## src/rtl/chop_pkg.sv

```systemverilog
package chop_pkg;

  typedef enum logic [1:0] {
    LATCH_HOLD  = 2'd0,
    LATCH_SET   = 2'd1,
    LATCH_CLEAR = 2'd2
  } latch_act_e;

  // Width of a counter that must hold values 0 .. n-1.
  function automatic int unsigned cnt_width(input int unsigned n);
    if (n <= 2) return 1;
    return $clog2(n);
  endfunction

endpackage

```

## src/rtl/chop_period_div.sv

```systemverilog
module chop_period_div
  import chop_pkg::*;
#(
  parameter int unsigned DIV_RATIO = 18
) (
  input  logic clk,
  input  logic rst_n,
  input  logic run,
  output logic tick
);
  localparam int unsigned W = cnt_width(DIV_RATIO);
  localparam logic [W-1:0] LAST = W'(DIV_RATIO - 1);

  logic [W-1:0] cnt_q;

  always_ff @(posedge clk) begin
    if (!rst_n)             cnt_q <= '0;
    else if (!run)          cnt_q <= '0;
    else if (cnt_q == LAST) cnt_q <= '0;
    else                    cnt_q <= cnt_q + 1'b1;
  end

  assign tick = run && (cnt_q == LAST);

  // the count wraps to zero after the period start
  a_r2_wrap_after_tick: assert property (@(posedge clk) disable iff (!rst_n)
    tick |=> (cnt_q == '0));
  // a stopped divider sits at zero
  a_r8_div_held: assert property (@(posedge clk) disable iff (!rst_n)
    !run |=> (cnt_q == '0) && !tick);
endmodule

```

## src/rtl/chop_trip_sync.sv

```systemverilog
module chop_trip_sync #(
  parameter int unsigned STAGES = 2
) (
  input  logic clk,
  input  logic rst_n,
  input  logic async_in,
  output logic sync_out
);
  logic [STAGES-1:0] stage_q;

  genvar g;
  generate
    for (g = 0; g < STAGES; g++) begin : g_stage
      if (g == 0) begin : g_first
        always_ff @(posedge clk) begin
          if (!rst_n) stage_q[0] <= 1'b0;
          else        stage_q[0] <= async_in;
        end
      end else begin : g_next
        always_ff @(posedge clk) begin
          if (!rst_n) stage_q[g] <= 1'b0;
          else        stage_q[g] <= stage_q[g-1];
        end
      end
    end
  endgenerate

  assign sync_out = stage_q[STAGES-1];
endmodule

```

## src/rtl/chop_blank_timer.sv

```systemverilog
module chop_blank_timer
  import chop_pkg::*;
#(
  parameter int unsigned BLANK_CYCLES = 3
) (
  input  logic clk,
  input  logic rst_n,
  input  logic run,
  input  logic start,
  output logic blank
);
  localparam int unsigned BW = cnt_width(BLANK_CYCLES + 1);
  localparam logic [BW-1:0] LOAD = BW'(BLANK_CYCLES);

  logic [BW-1:0] left_q;

  always_ff @(posedge clk) begin
    if (!rst_n)              left_q <= '0;
    else if (!run)           left_q <= '0;
    else if (start)          left_q <= LOAD;
    else if (left_q != '0)   left_q <= left_q - 1'b1;
  end

  assign blank = (left_q != '0);

  generate
    if (BLANK_CYCLES > 0) begin : g_chk
      // a period start opens the blanking window
      a_r5_window_opens: assert property (@(posedge clk) disable iff (!rst_n)
        (run && start) |=> blank);
    end
  endgenerate
endmodule

```

## src/rtl/chop_phase_latch.sv

```systemverilog
module chop_phase_latch
  import chop_pkg::*;
#(
  parameter int unsigned DIV_RATIO    = 18,
  parameter int unsigned BLANK_CYCLES = 3,
  parameter int unsigned SYNC_STAGES  = 2
) (
  input  logic clk,
  input  logic rst_n,
  input  logic trip_in,
  input  logic phase_sel,
  input  logic enable,
  output logic gate_out
);
  logic       period_tick;
  logic       trip_s;
  logic       blank;
  logic       latch_q;
  latch_act_e act;

  chop_period_div #(.DIV_RATIO(DIV_RATIO)) u_div (
    .clk   (clk),
    .rst_n (rst_n),
    .run   (enable),
    .tick  (period_tick)
  );

  chop_trip_sync #(.STAGES(SYNC_STAGES)) u_sync (
    .clk      (clk),
    .rst_n    (rst_n),
    .async_in (trip_in),
    .sync_out (trip_s)
  );

  chop_blank_timer #(.BLANK_CYCLES(BLANK_CYCLES)) u_blank (
    .clk   (clk),
    .rst_n (rst_n),
    .run   (enable),
    .start (period_tick),
    .blank (blank)
  );

  // Priority: disable/deselect, then period start, then trip.
  always_comb begin
    act = LATCH_HOLD;
    if (!enable || !phase_sel)  act = LATCH_CLEAR;
    else if (period_tick)       act = LATCH_SET;
    else if (trip_s && !blank)  act = LATCH_CLEAR;
  end

  always_ff @(posedge clk) begin
    if (!rst_n) latch_q <= 1'b0;
    else begin
      unique case (act)
        LATCH_SET:   latch_q <= 1'b1;
        LATCH_CLEAR: latch_q <= 1'b0;
        default:     latch_q <= latch_q;
      endcase
    end
  end

  assign gate_out = latch_q & enable;

  // a period start always sets, whatever the trip does
  a_r6_set_wins: assert property (@(posedge clk) disable iff (!rst_n)
    (period_tick && phase_sel && enable) |=> latch_q);
  // nothing but disable/deselect ends a pulse inside blanking
  a_r5_blank_holds: assert property (@(posedge clk) disable iff (!rst_n)
    (latch_q && blank && phase_sel && enable) |=> latch_q);
  // an off latch only turns on at a period start
  a_r7_stay_off: assert property (@(posedge clk) disable iff (!rst_n)
    (!latch_q && !period_tick) |=> !latch_q);
  // deselected phase is cleared on the next edge
  a_r9_deselect: assert property (@(posedge clk) disable iff (!rst_n)
    !phase_sel |=> !latch_q);
  // disable clears the latch
  a_r8_disable: assert property (@(posedge clk) disable iff (!rst_n)
    !enable |=> !latch_q);
endmodule

```

## config.mk

```make
export PLATFORM = sky130hd
export DESIGN_NAME = chop_phase_latch
export DESIGN_NICKNAME = d
export VERILOG_FILES = /design/src/rtl/chop_pkg.sv /design/src/rtl/chop_period_div.sv /design/src/rtl/chop_trip_sync.sv /design/src/rtl/chop_blank_timer.sv /design/src/rtl/chop_phase_latch.sv
export SDC_FILE = /design/constraint.sdc
export NUM_CORES = 1
export LEC_CHECK = 0
export ABC_AREA = 1
export BUFFER_PORTS_ARGS = -buffer_cell sky130_fd_sc_hd__buf_2
export CORE_AREA = 2 2 39 41
export CTS_CLUSTER_DIAMETER = 80
export DETAILED_ROUTE_END_ITERATION = 10
export DIE_AREA = 0 0 41 43
export GPL_TIMING_DRIVEN = 1
export MAX_ROUTING_LAYER = met4
export SETUP_SLACK_MARGIN = 0.2
export SYNTH_ARGS = -nofsm -noshare
export SYNTH_HDL_FRONTEND = slang
export SYNTH_HIERARCHICAL = 1
export SYNTH_SLANG_ARGS = --single-unit
```

## constraint.sdc

```tcl
create_clock -name clk -period 1.8 [get_ports clk]
set_input_delay 0.45 -clock clk [delete_from_list [all_inputs] [get_ports clk]]
set_output_delay 0.45 -clock clk [all_outputs]
set_load 0.01 [all_outputs]
```

## Yosys cells after proc, flatten, opt, wreduce, memory -nomap -nowiden

Index checks and enable logic that the tools add are counted.

| word-level totals | value |
|---|---|
| register bits | 10 |
| input bits | 5 |
| output and inout port bits | 1 |
| logic and storage cells | 30 |

| cells by class | value |
|---|---|
| add/subtract/negate cells | 2 |
| eq/ne operators | 3 |
| muxes and demuxes | 6 |
| bitwise gates (word level) | 3 |
| reductions and logical operators | 11 |

Operators with widths:

| kind | count |
|---|---|
| 2-bit two-way mux | 5 |
| 2-bit nonzero test | 3 |
| 5-bit by 1-bit adder with 5-bit output (second input constant) | 1 |
| 5-bit equality test (second input constant) | 1 |
| 1-bit logical NOT | 3 |
| 3-bit OR reduction | 1 |
| 2-bit by 1-bit equality test with 1-bit output (second input constant) | 1 |
| 2-bit equality test (second input constant) | 1 |
| 1-bit logical AND | 2 |
| 1-bit inverter | 2 |
| 1-bit one-hot mux with 2 select lines | 1 |
| 2-bit AND reduction | 1 |
| 2-bit by 1-bit subtractor with 2-bit output (second input constant) | 1 |
| 1-bit AND | 1 |
| 1-bit logical OR | 1 |

## Depth between registers and ports, before layout

Gate-level depths: netlist of the first run.

| depth | value |
|---|---|
| depth after elaboration | 8 |
| depth in mapped cells | 14 |
| depth with buffers taken out | 14 |

## Modules after synthesis

Netlist of the first run, hierarchy kept.

By module, submodules not included:

| module | instances | cells each | area each (µm²) |
|---|---|---|---|
| chop_period_div | 1 | 31 | 255.2 |
| chop_blank_timer | 1 | 20 | 117.6 |
| chop_phase_latch | 1 | 15 | 85.1 |
| chop_trip_sync | 1 | 6 | 55.1 |

## Worst setup path before layout of the first run

Ideal clock, no wire load.

| path | value |
|---|---|
| kind | flip-flop to flip-flop |
| start | register u_div.cnt_q[0] |
| end | register latch_q |
| data arrival time | 1.418 ns |
| path slack | 0.269 ns |
| cell stages (with the launch flop) | 14 |
| buffers on the path | 0 |
| cell sequence | dfxtp_1 -> ha_1 -> nand2_1 -> inv_1 -> nand2_2 -> nor2_1 -> inv_1 -> nand3b_1 -> nand2_1 -> ha_1 -> inv_1 -> nand2_1 -> nand2_1 -> nor2_1 |

| between the ends | value |
|---|---|
| cells in the longest elaborated chain, start to end | 6 |
| elaborated cells on any way between the ends | 8 |
| classes of those cells | eq/ne (3); mux (3); reduce/logical (2) |

RTL lines:

| item | RTL line | source |
|---|---|---|
| from (decl) | chop_period_div.sv:14 | `logic [W-1:0] cnt_q;` |
| from (signal assigned) | chop_period_div.sv:20 | `else cnt_q <= cnt_q + 1'b1;` |
| 5-bit equality test (*) | chop_period_div.sv:23 | `assign tick = run && (cnt_q == LAST);` |
| 1-bit logical AND (*) | chop_period_div.sv:23 |  |
| via period_tick | chop_phase_latch.sv:15 | `logic period_tick;` |
| 2-bit two-way mux (*) | chop_phase_latch.sv:47 | `else if (period_tick) act = LATCH_SET;` |
| 2-bit two-way mux (*) | chop_phase_latch.sv:46 | `if (!enable \|\| !phase_sel) act = LATCH_CLEAR;` |
| 2-bit equality test / 2-bit by 1-bit equality test with 1-bit output (equally long branches) | chop_phase_latch.sv:54 | `unique case (act)` |
| 1-bit one-hot mux with 2 select lines / 2-bit nonzero test (equally long branches) | -- |  |
| to (signal assigned) | chop_phase_latch.sv:57 | `default: latch_q <= latch_q;` |
| to (decl) | chop_phase_latch.sv:18 | `logic latch_q;` |

The timed path passes the listed nets; every way through them passes the cells marked *.
A chain may end at the register's enable or synchronous reset.

## Final worst setup path of the first run

| path | value |
|---|---|
| start | register u_div.cnt_q[1] |
| end | register latch_q |

Same word-level chain as after synthesis.

==> metrics.txt, run 1 <==
initial antenna violation count=0; Ys Warns=6; critical path data arrival time=1710 ps; Yosys cell types=14; Pwr Density=762.5 mW/mm2; hold crit path type=primary input to flop; synthesized area per cell=7.125 um2; worst r2r path cells=14; Clock Latency Late Sink=270 ps; Tot GR Track Use=11.88%; Sinks on Clock Net=10; crit path max fanout=4; Max Transition Viols Final=0; Synth top area share=39.02%; Root Driver=clkbuf_4; first-pass GRT wire length=1276 um; final worst path period need=1531 ps; standard-cell rows=14; Via Count=404; Multi-input gate area=249.0 um2; max_cap viols=0; crit end category=flop; CP max stage delay=340 ps; Setup crit end=latch_q; Worst setup SP type=flop; Crit Reg-Reg Endpoint=latch_q; Slew HR=85.25%; GP Congestion=0.6708; Netlist Area Pre-Place=513.0 um2; Synth Instances=72; Worst-path clk slew=80 ps; core area=0.001384 mm2; Seq/Total Area, Yosys=39.02%; fmax=653.3 MHz; post-route ant nets=0; setup TNS=0 ps; Final Cycle Share=85.04%; Post-DP Area=558.0 um2; Pre-antenna DRT Iters=4; DIE HEIGHT=43 um; Worst Setup SP=u_div/cnt_q[1]; Reg area=202.7 um2; # H-tree levels=1; total CTS buffers=3; status=completed; Remaining Overflow, GRT=0; Initial Util=37.07%; FF+latch count, synth=10; DIE WIDTH=41 um; Fillers=140; CP Depth=14; main area contributors after synthesis=dfxtp_1 39%, inv_1 13%, nand2_1 13%; area leader, netlist=dfxtp_1; Worst-Margin Slew=220.9 ps; r2r setup slk=270 ps; vias per cell=4.122; number of synthesized flops with an enable pin=0; Buf/Inv on CP=4; fin area=611.8 um2; Area Overhead vs Synth=19.27%; CTS max path bufs=2; Setup Skew=12.12 ps; Top FF cell, synth=dfxtp_1; Routed WL per cell=7.714 um; # diodes=0; critical path's top delay family=simple AND/OR/NAND/NOR gates; Max IR drop VDD=434.5 uV; residual DRC count=0; vias in the first global route=325; PortBufs=5; layout cell share with drive strength beyond 1=25.61%; nets@finish=92; required time worst endpoint=1980 ps; DP HPWL=548.5 um; Post-Syn Nets=81; Critical Path Slowest Stage Cell=dfxtp_2; Leak=0.3132 nW; final hold vios=0; Reg-to-Reg Start=u_div/cnt_q[1]; pin count of the biggest net entering global routing=7; count of final setup violators=0; die area=0.001763 mm2; post-synthesis async set-or-reset flop share=0%; RSZ-0062 raised after global routing=yes; final WL=756 um; CP Class=flop to flop; list of most frequent post-synthesis cells=18 x inv_1, 18 x nand2_1, 10 x dfxtp_1, 7 x nor2_1, 4 x ha_1; crit-path cells=inv_1 > ha_1 > nand2_1 > inv_1 > nand2_2 > nor2_4 > inv_1 > nand3b_1 > nand2_1 > ha_1 > inv_1 > nand2_1 > nand2_1 > nor2_1; IO Count=6; CTS tree=built; Initial DRC Count=5
[cell families after synthesis]
| kind of cell | after synthesis | share of synthesized area (%) |
|---|---|---|
| compound gates | 2 | 3.415 |
| xor+xnor | 1 | 1.708 |
| fa+ha+maj | 4 | 9.756 |
| buf+inv | 19 | 13.90 |
| flops | 10 | 39.02 |
| simple gates | 36 | 32.20 |
[metrics by stage]
| step | setup slack (ps) | cells | power [mW] | hold slack, ps | utilization, % |
|---|---|---|---|---|---|
| after floorplan | 268.9 | 72 | 0.2533 | 390.0 | - |
| after global placement | 201.2 | 93 | 0.2633 | 393.2 | 40.33 |
| after detailed placement | 164.3 | 93 | 0.2636 | 404.9 | 40.33 |
| after CTS | 233.6 | 97 | 0.4766 | 359.6 | 43.22 |
| after global routing | 111.6 | 98 | 0.4959 | 389.6 | 44.21 |
| final | 269.3 | 98 | 0.4665 | 367.7 | 44.21 |
[cells in the final DEF, fill, tap and decap left out]
master,count
nand3_1,3
inv_1,18
buf_4,1
nor2_4,1
nand2_4,1
a21oi_2,2
clkbuf_4,3
inv_2,1
nor2_2,3
nand2_1,18
dfxtp_2,2
ha_1,4
nand2_2,1
dfxtp_1,8
clkbuf_8,1
nand3b_1,1
nor2_1,6
buf_2,5
nand4_1,2
xnor2_1,1
[metal layers]
metal  vias to the layer above  wire length, um  share of wire (%)  track usage (%)
li1                        230                -                  -                -
met4                         0               11                1.5            6.000
met5                         -                0                  0                -
met2                         7              305                 40            15.00
met3                         2               63                8.3            9.424
met1                       165              375                 50            13.03
[worst min-delay path by stage]
stage / start / to / slack (ps) / depth (start not counted)
after floorplan: u_sync/stage_q[0] / u_sync/sync_out / 390 / 2
after global placement: u_sync/stage_q[0] / u_sync/sync_out / 390 / 2
after detailed placement: u_sync/stage_q[0] / u_sync/sync_out / 400 / 2
after CTS: trip_in / u_sync/stage_q[0] / 360 / 3
after global routing: trip_in / u_sync/stage_q[0] / 390 / 3
final: trip_in / u_sync/stage_q[0] / 370 / 3
[worst reg2reg max path, stage by stage, from the launching register on]
cell      delay [ps]
dfxtp_2          340
inv_1             50
ha_1             120
nand2_1           50
inv_1             60
nand2_2           80
nor2_4           110
inv_1             40
nand3b_1          70
nand2_1           50
ha_1             260
inv_1             70
nand2_1           50
nand2_1           50
nor2_1            30
[repair_timing]
action / in CTS / in global routing
resized for setup: 2 / 2
hold buffers: 0 / 0
endpoints found under the setup margin: 1 / 1
buffers inserted: 0 / 1
gates cloned: 0 / 0
[flip-flops by register name (all words and copies together) (netlist names)]
name,cells
u_div/cnt_q,5
latch_q,1
u_blank/left_q,2
u_sync/sync_out,1
u_sync/stage_q,1
[report_power, final]
part	total, mW	leakage (nW)	switching [mW]	internal (mW)
Combinational	0.0292	0.210	0.0166	0.0126
Clock	0.206	0.0210	0.0834	0.123
Sequential	0.231	0.0823	0.00358	0.227
Total	0.467	0.313	0.104	0.363
[area by class of cell]
type / instances / share of cell area, %
inverters: 19 / 11.66
flip-flops and latches: 10 / 33.13
well taps: 16 / 3.272
repair buffers: 6 / 5.317
clock buffers: 4 / 5.930
multi-input cells: 43 / 40.70
Power figures use the tool's default switching activity.
==> run 2, diff against run 1 <==
==> constraint.sdc (replaced) <==
create_clock -name clk -period 1.37 [get_ports clk]
set_input_delay 0.3425 -clock clk [delete_from_list [all_inputs] [get_ports clk]]
set_output_delay 0.3425 -clock clk [all_outputs]
set_load 0.01 [all_outputs]
==> run 2 against run 1 <==
- the flow now finishes with violations (negative setup slack)
- critical path depth unchanged
- clock power decreased by 8%
- cell count increased by 10%
- routed wire length increased by 15%
- combinational power increased by 100%
- largest cell class unchanged
- highest routed layer unchanged
==> metrics.txt, run 2 (synthesized netlist as in run 1, its figures left out) <==
status=finished with violations; violated checks=negative setup slack; Buf/Inv on CP=4 (unchanged); Post-DP Area=629.4 um2 (+13%); critical path data arrival time=1690 ps (-20 ps); DP HPWL=640.6 um (+17%); Clock Latency Late Sink=250 ps (-20 ps); Max Transition Viols Final=0 (unchanged); crit end category=flop; max_cap viols=0 (unchanged); Most flops, register=u_div/cnt_q; Worst-path clk slew=60 ps (-20 ps); r2r setup slk=-120 ps (-390 ps); PortBufs=5 (unchanged); Slew HR=89.10% (+3.8 points); DIE WIDTH=41 um (unchanged); Max IR drop VDD=421.5 uV (-3.0%); final worst path period need=1495 ps (-36.12 ps); required time worst endpoint=1570 ps (-410 ps); CTS max path bufs=2 (unchanged); Hold-fix buffers, CTS=0 (unchanged); Initial DRC Count=2 (-3); crit path max fanout=3 (-1); commonest cells after routing, fill and taps aside=15 x nand2_1, 14 x inv_1, 11 x buf_4; final WL=867 um (+15%); Pre-antenna DRT Iters=4 (unchanged); pin count of the biggest net entering global routing=6 (-1); vias per cell=4.241 (+2.9%); Worst setup SP type=flop; pre-CTS setup slack=-156.7 ps (-321.1 ps); # diodes=0 (unchanged); most frequent CP cell=nand2_2; Remaining Overflow, GRT=0 (unchanged); Final Cycle Share=109.1% (+24 points); hold crit path type=primary input to flop; critical path's top delay family=simple AND/OR/NAND/NOR gates; IO Count=6 (unchanged); Post-Place Cells=102 (+9.7%); Worst-Margin Slew=163.3 ps (-57.56 ps); core area=0.001384 mm2 (unchanged); standard-cell rows=14 (unchanged); CP max stage delay=320 ps (-20 ps); most common cell after layout, fill and taps aside=nand2_1; fmax=669.1 MHz (+2.4%); vias in the first global route=415 (+28%); RSZ-0062 raised after global routing=yes; total CTS buffers=3 (unchanged); Via Count=458 (+13%); post-route ant nets=0 (unchanged); die area=0.001763 mm2 (unchanged); Critical Path Slowest Stage Cell=dfxtp_2; non-filler cells, final=108 (+10%); Fin Hold WS=261.8 ps (-105.9 ps); layout cell share with drive strength beyond 1=46.74% (+21 points); nets@finish=103 (+12%); Setup Skew=2.124 ps (-9.993 ps); GP Congestion=0.6756 (+0.72%); Area Overhead vs Synth=43.90%; Initial Util=37.07% (unchanged); first-pass GRT wire length=1455 um (+14%); initial antenna violation count=0 (unchanged); Routed WL per cell=8.028 um (+4.1%); crit-path cells=inv_2 > ha_4 > nand2_2 > inv_2 > nand2_2 > nor2_4 > inv_1 > nand3b_1 > nand2_2 > ha_4 > inv_4 > nand2_2 > nand2_1 > nor2_1; final hold vios=0 (unchanged); Tot GR Track Use=13.11% (+1.2 points); count of final setup violators=2 (+2); residual DRC count=0 (unchanged); biggest regs=u_div/cnt_q (5), u_blank/left_q (2); DIE HEIGHT=43 um (unchanged); fin area=738.2 um2 (+21%); Leak=0.3700 nW (+18%); max reg flops=5 (unchanged); # H-tree levels=1 (unchanged); CTS tree=built; Sinks on Clock Net=10 (unchanged); Util after Layout=53.35% (+9.1 points); Pwr Density=748.2 mW/mm2 (-1.9%); CP Class=flop to flop; Root Driver=clkbuf_4; worst setup margin=-124.6 ps (-393.9 ps)
-- run 2: worst paths after layout --
kind,to,startpoint,cells past startpoint
setup reg to reg,latch_q,u_div/cnt_q[1],14
hold / removal,u_sync/stage_q[0],trip_in,3
setup / recovery,latch_q,u_div/cnt_q[1],14
hold reg to reg,u_sync/sync_out,u_sync/stage_q[0],2
-- run 2: tightest hold or removal path, stage by stage --
cell and delay (ps):
buf_2 70, nand2_1 40, inv_1 40
-- run 2: what timing repair did --
action | CTS | global route
setup endpoints to repair | 3 | 9
resized for setup | 8 | 10
buffers inserted | 2 | 1
pin swaps | 4 | 5
-- run 2: report_power, final --
group	internal, mW	switching (mW)	leakage (nW)
sequential	0.299	0.00444	0.0823
clock	0.101	0.0891	0.0138
combinational	0.0285	0.0305	0.274
total	0.428	0.124	0.370
-- run 2: routing by layer --
layer | global-route usage, % | wire length [um] | vias to the layer above
li1 | - | - | 253
met3 | 3.141 | 23 | 2
met1 | 12.34 | 372 | 199
met4 | 12.00 | 11 | 0
met5 | - | 0 | -
met2 | 20.31 | 460 | 4
-- run 2: area by class of cell --
cell class                      count  area [um2]
Sequential cell                    10       202.7
Tap cell                           16       20.02
Fill cell                         138       645.6
Inverter                           19       73.82
Clock buffer                        3       22.52
Timing Repair Buffer               17       118.9
Multi-Input combinational cell     43       300.3
-- run 2: per-stage QoR --
step           total power, mW  TNS, ps
2_1_floorplan           0.3334   -93.87
3_3_place_gp            0.3525   -101.4
3_5_place_dp            0.3536   -156.7
4_1_cts                 0.5561   -117.7
5_1_grt                 0.6003   -391.2
6_report                0.5523   -156.5
